==> src/rtl/sq_pkg.sv <==
package sq_pkg;
    typedef enum logic [0:0] {
        WB_RUN     = 1'b0,
        WB_BLOCKED = 1'b1
    } wb_state_e;
endpackage

==> src/rtl/sq_wb_fsm.sv <==
module sq_wb_fsm
    import sq_pkg::*;
(
    input  logic clk,
    input  logic rst_n,
    input  logic eligible,
    input  logic zero_size,
    input  logic req_ready,
    input  logic retry,
    output logic req_valid,
    output logic wb_adv,
    output logic zero_done
);
    wb_state_e state_q, state_n;

    always_ff @(posedge clk) begin
        if (!rst_n) state_q <= WB_RUN;
        else        state_q <= state_n;
    end

    always_comb begin
        state_n   = state_q;
        req_valid = 1'b0;
        wb_adv    = 1'b0;
        zero_done = 1'b0;
        unique case (state_q)
            WB_RUN: begin
                if (eligible) begin
                    if (zero_size) begin
                        zero_done = 1'b1;
                        wb_adv    = 1'b1;
                    end else begin
                        req_valid = 1'b1;
                        if (req_ready) wb_adv = 1'b1;
                        else           state_n = WB_BLOCKED;
                    end
                end
            end
            WB_BLOCKED: begin
                req_valid = retry;
                if (retry && req_ready) begin
                    wb_adv  = 1'b1;
                    state_n = WB_RUN;
                end
            end
            default: state_n = WB_RUN;
        endcase
    end

    // a refused request is not followed by another one without retry
    assert_hold_until_retry_R7: assert property (@(posedge clk) disable iff (!rst_n)
        (req_valid && !req_ready) |=> (!req_valid || retry));
endmodule

==> src/rtl/sq_retire.sv <==
module sq_retire #(
    parameter int N     = 5,
    parameter int IDX_W = 3
) (
    input  logic [IDX_W-1:0] head,
    input  logic [IDX_W-1:0] tail,
    input  logic [N-1:0]     done_vec,
    output logic [IDX_W-1:0] head_next,
    output logic [N-1:0]     ret_mask
);
    localparam logic [IDX_W-1:0] LAST = IDX_W'(N - 1);

    function automatic logic [IDX_W-1:0] idx_inc(input logic [IDX_W-1:0] p);
        return (p == LAST) ? '0 : p + 1'b1;
    endfunction

    logic [IDX_W-1:0] rp;
    logic             rstop;

    always_comb begin
        ret_mask = '0;
        rp       = head;
        rstop    = 1'b0;
        for (int i = 0; i < N; i++) begin
            if (!rstop) begin
                if (rp != tail && done_vec[rp]) begin
                    ret_mask[rp] = 1'b1;
                    rp = idx_inc(rp);
                end else begin
                    rstop = 1'b1;
                end
            end
        end
        head_next = rp;
    end
endmodule

==> src/rtl/store_queue.sv <==
module store_queue #(
    parameter int DEPTH  = 4,
    parameter int ADDR_W = 32,
    parameter int DATA_W = 64,
    parameter int SIZE_W = 4,
    parameter int SEQ_W  = 16,
    localparam int N     = DEPTH + 1,
    localparam int IDX_W = $clog2(N),
    localparam int CNT_W = $clog2(DEPTH + 1)
) (
    input  logic              clk,
    input  logic              rst_n,
    input  logic              alloc_valid,
    input  logic [ADDR_W-1:0] alloc_addr,
    input  logic [DATA_W-1:0] alloc_data,
    input  logic [SIZE_W-1:0] alloc_size,
    input  logic [SEQ_W-1:0]  alloc_seq,
    input  logic              commit_valid,
    input  logic [SEQ_W-1:0]  commit_seq,
    input  logic              squash_valid,
    input  logic [SEQ_W-1:0]  squash_seq,
    output logic              req_valid,
    input  logic              req_ready,
    output logic [IDX_W-1:0]  req_idx,
    output logic [ADDR_W-1:0] req_addr,
    output logic [DATA_W-1:0] req_data,
    output logic [SIZE_W-1:0] req_size,
    input  logic              retry,
    input  logic              cmp_valid,
    input  logic [IDX_W-1:0]  cmp_idx,
    output logic [CNT_W-1:0]  free_cnt,
    output logic              full,
    output logic              empty,
    output logic              alloc_err
);
    localparam logic [IDX_W-1:0] LAST = IDX_W'(N - 1);

    function automatic logic [IDX_W-1:0] idx_inc(input logic [IDX_W-1:0] p);
        return (p == LAST) ? '0 : p + 1'b1;
    endfunction

    function automatic logic [IDX_W-1:0] idx_dec(input logic [IDX_W-1:0] p);
        return (p == '0) ? LAST : p - 1'b1;
    endfunction

    logic [IDX_W-1:0]  head_q, tail_q, wb_q;
    logic [N-1:0]      valid_q, canwb_q, done_q;
    logic [ADDR_W-1:0] addr_q [N];
    logic [DATA_W-1:0] data_q [N];
    logic [SIZE_W-1:0] size_q [N];
    logic [SEQ_W-1:0]  seq_q  [N];

    logic [N-1:0]      canwb_c, kill_c, done_c, ret_mask;
    logic [IDX_W-1:0]  head_n, tail_sq, cp, sp, sq;
    logic              cstop, sstop;
    logic              eligible, wb_adv, zero_done, alloc_ok;
    logic [IDX_W:0]    occ;

    // occupancy and flags
    always_comb begin
        if (tail_q >= head_q) occ = {1'b0, tail_q} - {1'b0, head_q};
        else                  occ = {1'b0, tail_q} + (IDX_W+1)'(N) - {1'b0, head_q};
    end
    assign free_cnt  = CNT_W'(DEPTH) - CNT_W'(occ);
    assign full      = (idx_inc(tail_q) == head_q);
    assign empty     = (tail_q == head_q);
    assign alloc_err = alloc_valid && full;
    assign alloc_ok  = alloc_valid && !full && !squash_valid;

    // commit walk from head
    always_comb begin
        canwb_c = canwb_q;
        cp      = head_q;
        cstop   = 1'b0;
        for (int i = 0; i < N; i++) begin
            if (!cstop && commit_valid && cp != tail_q) begin
                if (seq_q[cp] <= commit_seq) begin
                    canwb_c[cp] = 1'b1;
                    cp = idx_inc(cp);
                end else begin
                    cstop = 1'b1;
                end
            end
        end
    end

    // squash walk back from tail, after commit
    always_comb begin
        kill_c = '0;
        sp     = tail_q;
        sq     = tail_q;
        sstop  = 1'b0;
        for (int i = 0; i < N; i++) begin
            if (!sstop && squash_valid && sp != head_q) begin
                sq = idx_dec(sp);
                if (!canwb_c[sq] && seq_q[sq] > squash_seq) begin
                    kill_c[sq] = 1'b1;
                    sp = sq;
                end else begin
                    sstop = 1'b1;
                end
            end
        end
        tail_sq = sp;
    end

    // completion merge
    always_comb begin
        done_c = done_q;
        if (cmp_valid) done_c[cmp_idx] = 1'b1;
        if (zero_done) done_c[wb_q]    = 1'b1;
    end

    sq_retire #(.N(N), .IDX_W(IDX_W)) u_retire (
        .head      (head_q),
        .tail      (tail_q),
        .done_vec  (done_c),
        .head_next (head_n),
        .ret_mask  (ret_mask)
    );

    assign eligible = (wb_q != tail_q) && valid_q[wb_q] && canwb_q[wb_q];

    sq_wb_fsm u_wb (
        .clk       (clk),
        .rst_n     (rst_n),
        .eligible  (eligible),
        .zero_size (size_q[wb_q] == '0),
        .req_ready (req_ready),
        .retry     (retry),
        .req_valid (req_valid),
        .wb_adv    (wb_adv),
        .zero_done (zero_done)
    );

    assign req_idx  = wb_q;
    assign req_addr = addr_q[wb_q];
    assign req_data = data_q[wb_q];
    assign req_size = size_q[wb_q];

    always_ff @(posedge clk) begin
        if (!rst_n) begin
            head_q  <= '0;
            tail_q  <= '0;
            wb_q    <= '0;
            valid_q <= '0;
            canwb_q <= '0;
            done_q  <= '0;
        end else begin
            head_q  <= head_n;
            if (wb_adv) wb_q <= idx_inc(wb_q);
            valid_q <= valid_q & ~kill_c & ~ret_mask;
            canwb_q <= canwb_c & ~ret_mask;
            done_q  <= done_c & ~ret_mask;
            if (squash_valid) begin
                tail_q <= tail_sq;
            end else if (alloc_ok) begin
                tail_q          <= idx_inc(tail_q);
                valid_q[tail_q] <= 1'b1;
                canwb_q[tail_q] <= 1'b0;
                done_q[tail_q]  <= 1'b0;
            end
        end
    end

    always_ff @(posedge clk) begin
        if (alloc_ok) begin
            addr_q[tail_q] <= alloc_addr;
            data_q[tail_q] <= alloc_data;
            size_q[tail_q] <= alloc_size;
            seq_q[tail_q]  <= alloc_seq;
        end
    end

    // allocation while full leaves the tail where it was
    assert_full_alloc_ignored_R3: assert property (@(posedge clk) disable iff (!rst_n)
        (alloc_valid && full && !squash_valid) |=> $stable(tail_q));
    // full and the free count agree
    assert_full_count_R2: assert property (@(posedge clk) disable iff (!rst_n)
        full |-> (free_cnt == '0) && !empty);
    // an accepted request moves writeback by exactly one slot
    assert_wb_step_R5: assert property (@(posedge clk) disable iff (!rst_n)
        (req_valid && req_ready) |=> (wb_q == idx_inc($past(wb_q))));
    // zero-size stores never reach the cache
    assert_no_zero_req_R6: assert property (@(posedge clk) disable iff (!rst_n)
        req_valid |-> (req_size != '0));
    // only committed stores are requested
    assert_req_committed_R4: assert property (@(posedge clk) disable iff (!rst_n)
        req_valid |-> canwb_q[wb_q]);
endmodule

==> config.mk <==
export PLATFORM = sky130hd
export DESIGN_NAME = store_queue
export DESIGN_NICKNAME = d
export VERILOG_FILES = /design/src/rtl/sq_pkg.sv /design/src/rtl/sq_wb_fsm.sv /design/src/rtl/sq_retire.sv /design/src/rtl/store_queue.sv
export SDC_FILE = /design/constraint.sdc
export NUM_CORES = 1
export LEC_CHECK = 0
export BUFFER_PORTS_ARGS = -buffer_cell sky130_fd_sc_hd__buf_2
export CORE_MARGIN = 5
export CORE_UTILIZATION = 48
export DETAILED_ROUTE_END_ITERATION = 16
export GPL_TIMING_DRIVEN = 0
export PLACE_DENSITY_LB_ADDON = 0.15
export SLEW_MARGIN = 20
export SYNTH_ARGS = -nofsm -noshare
export SYNTH_HDL_FRONTEND = slang
export SYNTH_SLANG_ARGS = --single-unit
==> constraint.sdc <==
create_clock -name clk -period 92.5 [get_ports clk]
set_input_delay 4.625 -clock clk [delete_from_list [all_inputs] [get_ports clk]]
set_output_delay 4.625 -clock clk [all_outputs]
set_load 0.01 [all_outputs]
==> impl_metrics.yaml <==
clocking:
  clkTransAtPathRegs_ns: 0.06
  htree_levels: 2
  worstSkewPairLatency_ns: 0.64
  clockBufferDepth: 3
  clock_sinks: 608
  post_cts_buffers: 0
  holdBufCountCts: 0
  cts_made_buffers: 60
  root_buffer: "clkbuf_16"
  cts_tree: "done"
  cts_resized: 0
setup_path:
  path_max_fanout: 10
  crit_path_end_kind: "register"
  start_kind: "primary input"
  slowest_delay_ns: 0.87
  cp.arrival_ns: 47.45
  cp_slowest_cell: "nor4_1"
  r2r_end: "tail_q[0]"
  rr_worst_depth: 185
  r2r-start: "head_q[0]"
  r2r_setup_slack_ns: 47.06
  required_ns: 93.04
  path_class: "in -> reg"
  cp_common_cell: "o21ai_0"
floorplanning:
  initial_core_util: 0.483
  ioPinCount: 269
  rows: 102
  fp.dieW_um: 289
  die_area_um2: 83300
  core-area_um2: 77200
  dieHeight_um: 289
layout:
  drive_above_1_share: 0.240
  area_growth_pct: 14.8
  fin_nets: 3960
  final_area_um2: 42800
placement:
  placed_area_um2: 40600
  gp_congestion: 0.998
  port_buffers: 267
  dp_hpwl_um: 87100
worst_hold_path:
  hold_class: "reg -> reg"
  hold_path_end: "u_wb.state_q"
  min_path_cells: 2
  hp-start: "u_wb.state_q"
sta:
  rsz0062_at_grt: "false"
  skew_ns: 0.0348
  fin_crit_sh: 0.507
  fmax_mhz: 21.3
  finalCriticalPeriod_ns: 46.91
  hold_viol: 0
  setup_violations: 0
  tightest_slew_ns: 1.04
  setup_tns_ns: 0
  slew_headroom: 0.284
  drv_slew: 0
routing:
  wl_per_cell_um: 25.0
  ant_nets: 0
  first_pass_iters: 8
  vias: 28700
  drc: 0
  detail_route.vias_per_cell: 6.09
  wl_um: 118000
  drt_iter0_markers: 2903
job:
  max_cap_violations: 0
global_route:
  grt-ovfl-total: 0
  antenna_found_initial: 24
  grt_use_total: 0.275
  grt_max_degree: 45
  grt_pass1_vias: 27500
  grt_pass1_wl_um: 174000
yosys:
  postSynthCellCount: 3214
  async_reset_ff_frac: 0
  ys_seq_elements: 608
  synth.distinct_cells: 112
  synth_fp_nets: 3571
  synth-seq-area-share: 0.482
  avgSynthCellArea_um2: 11.6
  synth_area_um2: 37300
  synth_edf_count: 580
  ys.flop_type: "edfxtp_1"
  ys_warn_count: 0
status:
  status: "finished clean"
[flip-flops by register name, summed over array words and instances (netlist names), named ones only]
signal,cells
u_wb.state_q,1
data_q,320
size_q,20
head_q,3
req_idx,3
canwb_q,5
tail_q,3
done_q,5
seq_q,80
addr_q,160
valid_q,5
[logic make-up (layout without fill, tap and decap cells)]
family	count (synthesis)	count (layout)	share of synthesized area
buffers and inverters	333	773	0.0353
AND/OR/NAND/NOR	987	987	0.121
AO/OA/AOI/OAI	647	647	0.117
multiplexers	412	412	0.171
XOR/XNOR	29	29	0.00681
adder cells (fa/ha/maj)	198	198	0.0667
other	0	10	0
flip-flops	608	608	0.482
[per-layer routing]
metal / global-route usage / up-vias / part of all wire
met2: 0.449 / 1440 / 0.47
met1: 0.357 / 13800 / 0.39
met5: 0 / - / 0.0014
met4: 0.0978 / 28 / 0.043
met3: 0.0710 / 322 / 0.099
li1: - / 13100 / -
[worst max-delay path, delay by kind of cell]
kind                     cells  cell delay, ns
buffers and inverters       30           10.52
AND/OR/NAND/NOR             57           10.37
AO/OA/AOI/OAI               67           13.25
multiplexers                13            4.93
adder cells (fa/ha/maj)     13            3.71
[cell type report]
type                            count  area (µm²)
Fill cell                        6544       34400
Multi-Input combinational cell   2273       18000
Sequential cell                   608       18000
Timing Repair Buffer              327        2030
Clock buffer                       68        1550
Tap cell                         1040        1300
Buffer                            248         997
Clock inverter                     45         573
Inverter                           85         319
Antenna cell                       10        25.0
[cell usage after synthesis, drive strengths merged (12+ instances only)]
library cell | number | area [µm²]
a21boi | 12 | 90.1
nor4 | 17 | 128
and3 | 36 | 230
edfxtp | 580 | 17400
o22ai | 16 | 100
a22oi | 20 | 150
nand4 | 35 | 225
clkbuf | 169 | 646
xnor2 | 23 | 201
mux2 | 190 | 2140
and2 | 19 | 121
nor2b | 27 | 169
nand2 | 452 | 1700
ha | 197 | 2460
nor2 | 200 | 769
o31ai | 13 | 97.6
nand2b | 18 | 113
dfxtp | 28 | 561
or2 | 12 | 75.1
mux2i | 60 | 601
a21oi | 140 | 719
o21a | 25 | 203
a21o | 42 | 317
inv | 82 | 308
buf | 79 | 350
o21ai | 176 | 881
nor3 | 47 | 252
o211ai | 15 | 118
mux4 | 162 | 3650
a211oi | 22 | 183
nand3 | 89 | 445
a31oi | 46 | 294
[worst max path at each step]
stage                         startpoint   endpoint  slack [ns]  cells past startpoint
after floorplan           commit_seq[11]  tail_q[0]       55.66                    181
after global placement    commit_seq[11]  tail_q[0]       45.91                    181
after detailed placement  commit_seq[11]  tail_q[0]       45.81                    181
after CTS                 commit_seq[11]  tail_q[0]       46.38                    181
after global routing      commit_seq[11]  tail_q[0]       43.10                    181
final                     commit_seq[11]  tail_q[0]       45.59                    180
[placed cells by master (no fill, tap or decap), drive strengths merged, types with 11 or more instances in the layout]
cell type  synthesis  final
a211oi            22     22
a21boi            12     12
a21o              42     42
a21oi            140    140
a22oi             20     20
a31oi             46     46
and2              19     19
and3              36     36
buf               79    406
bufinv             0     11
clkbuf           169    237
clkinv             3     28
dfxtp             28     28
edfxtp           580    580
ha               197    197
inv               82     87
mux2             190    190
mux2i             60     60
mux4             162    162
nand2            452    452
nand2b            18     18
nand3             89     89
nand4             35     35
nor2             200    200
nor2b             27     27
nor3              47     47
nor4              17     17
o211a             11     11
o211ai            15     15
o21a              25     25
o21ai            176    176
o22ai             16     16
o311ai            11     11
o31ai             13     13
or2               12     12
xnor2             23     23
[stage by stage]
step	hold slack, ns	setup WS (ns)	util	cells
after floorplan	0.524	55.66	-	3214
after global placement	0.599	45.91	0.517	4521
after detailed placement	0.601	45.81	0.526	4581
after CTS	0.616	46.38	0.554	4694
after global routing	0.646	43.10	0.554	4697
final	0.612	45.59	0.554	4704
Power is left out: the tool's default activity adds up to more than one toggle a clock period on the data nets, which glitch-free logic cannot reach.
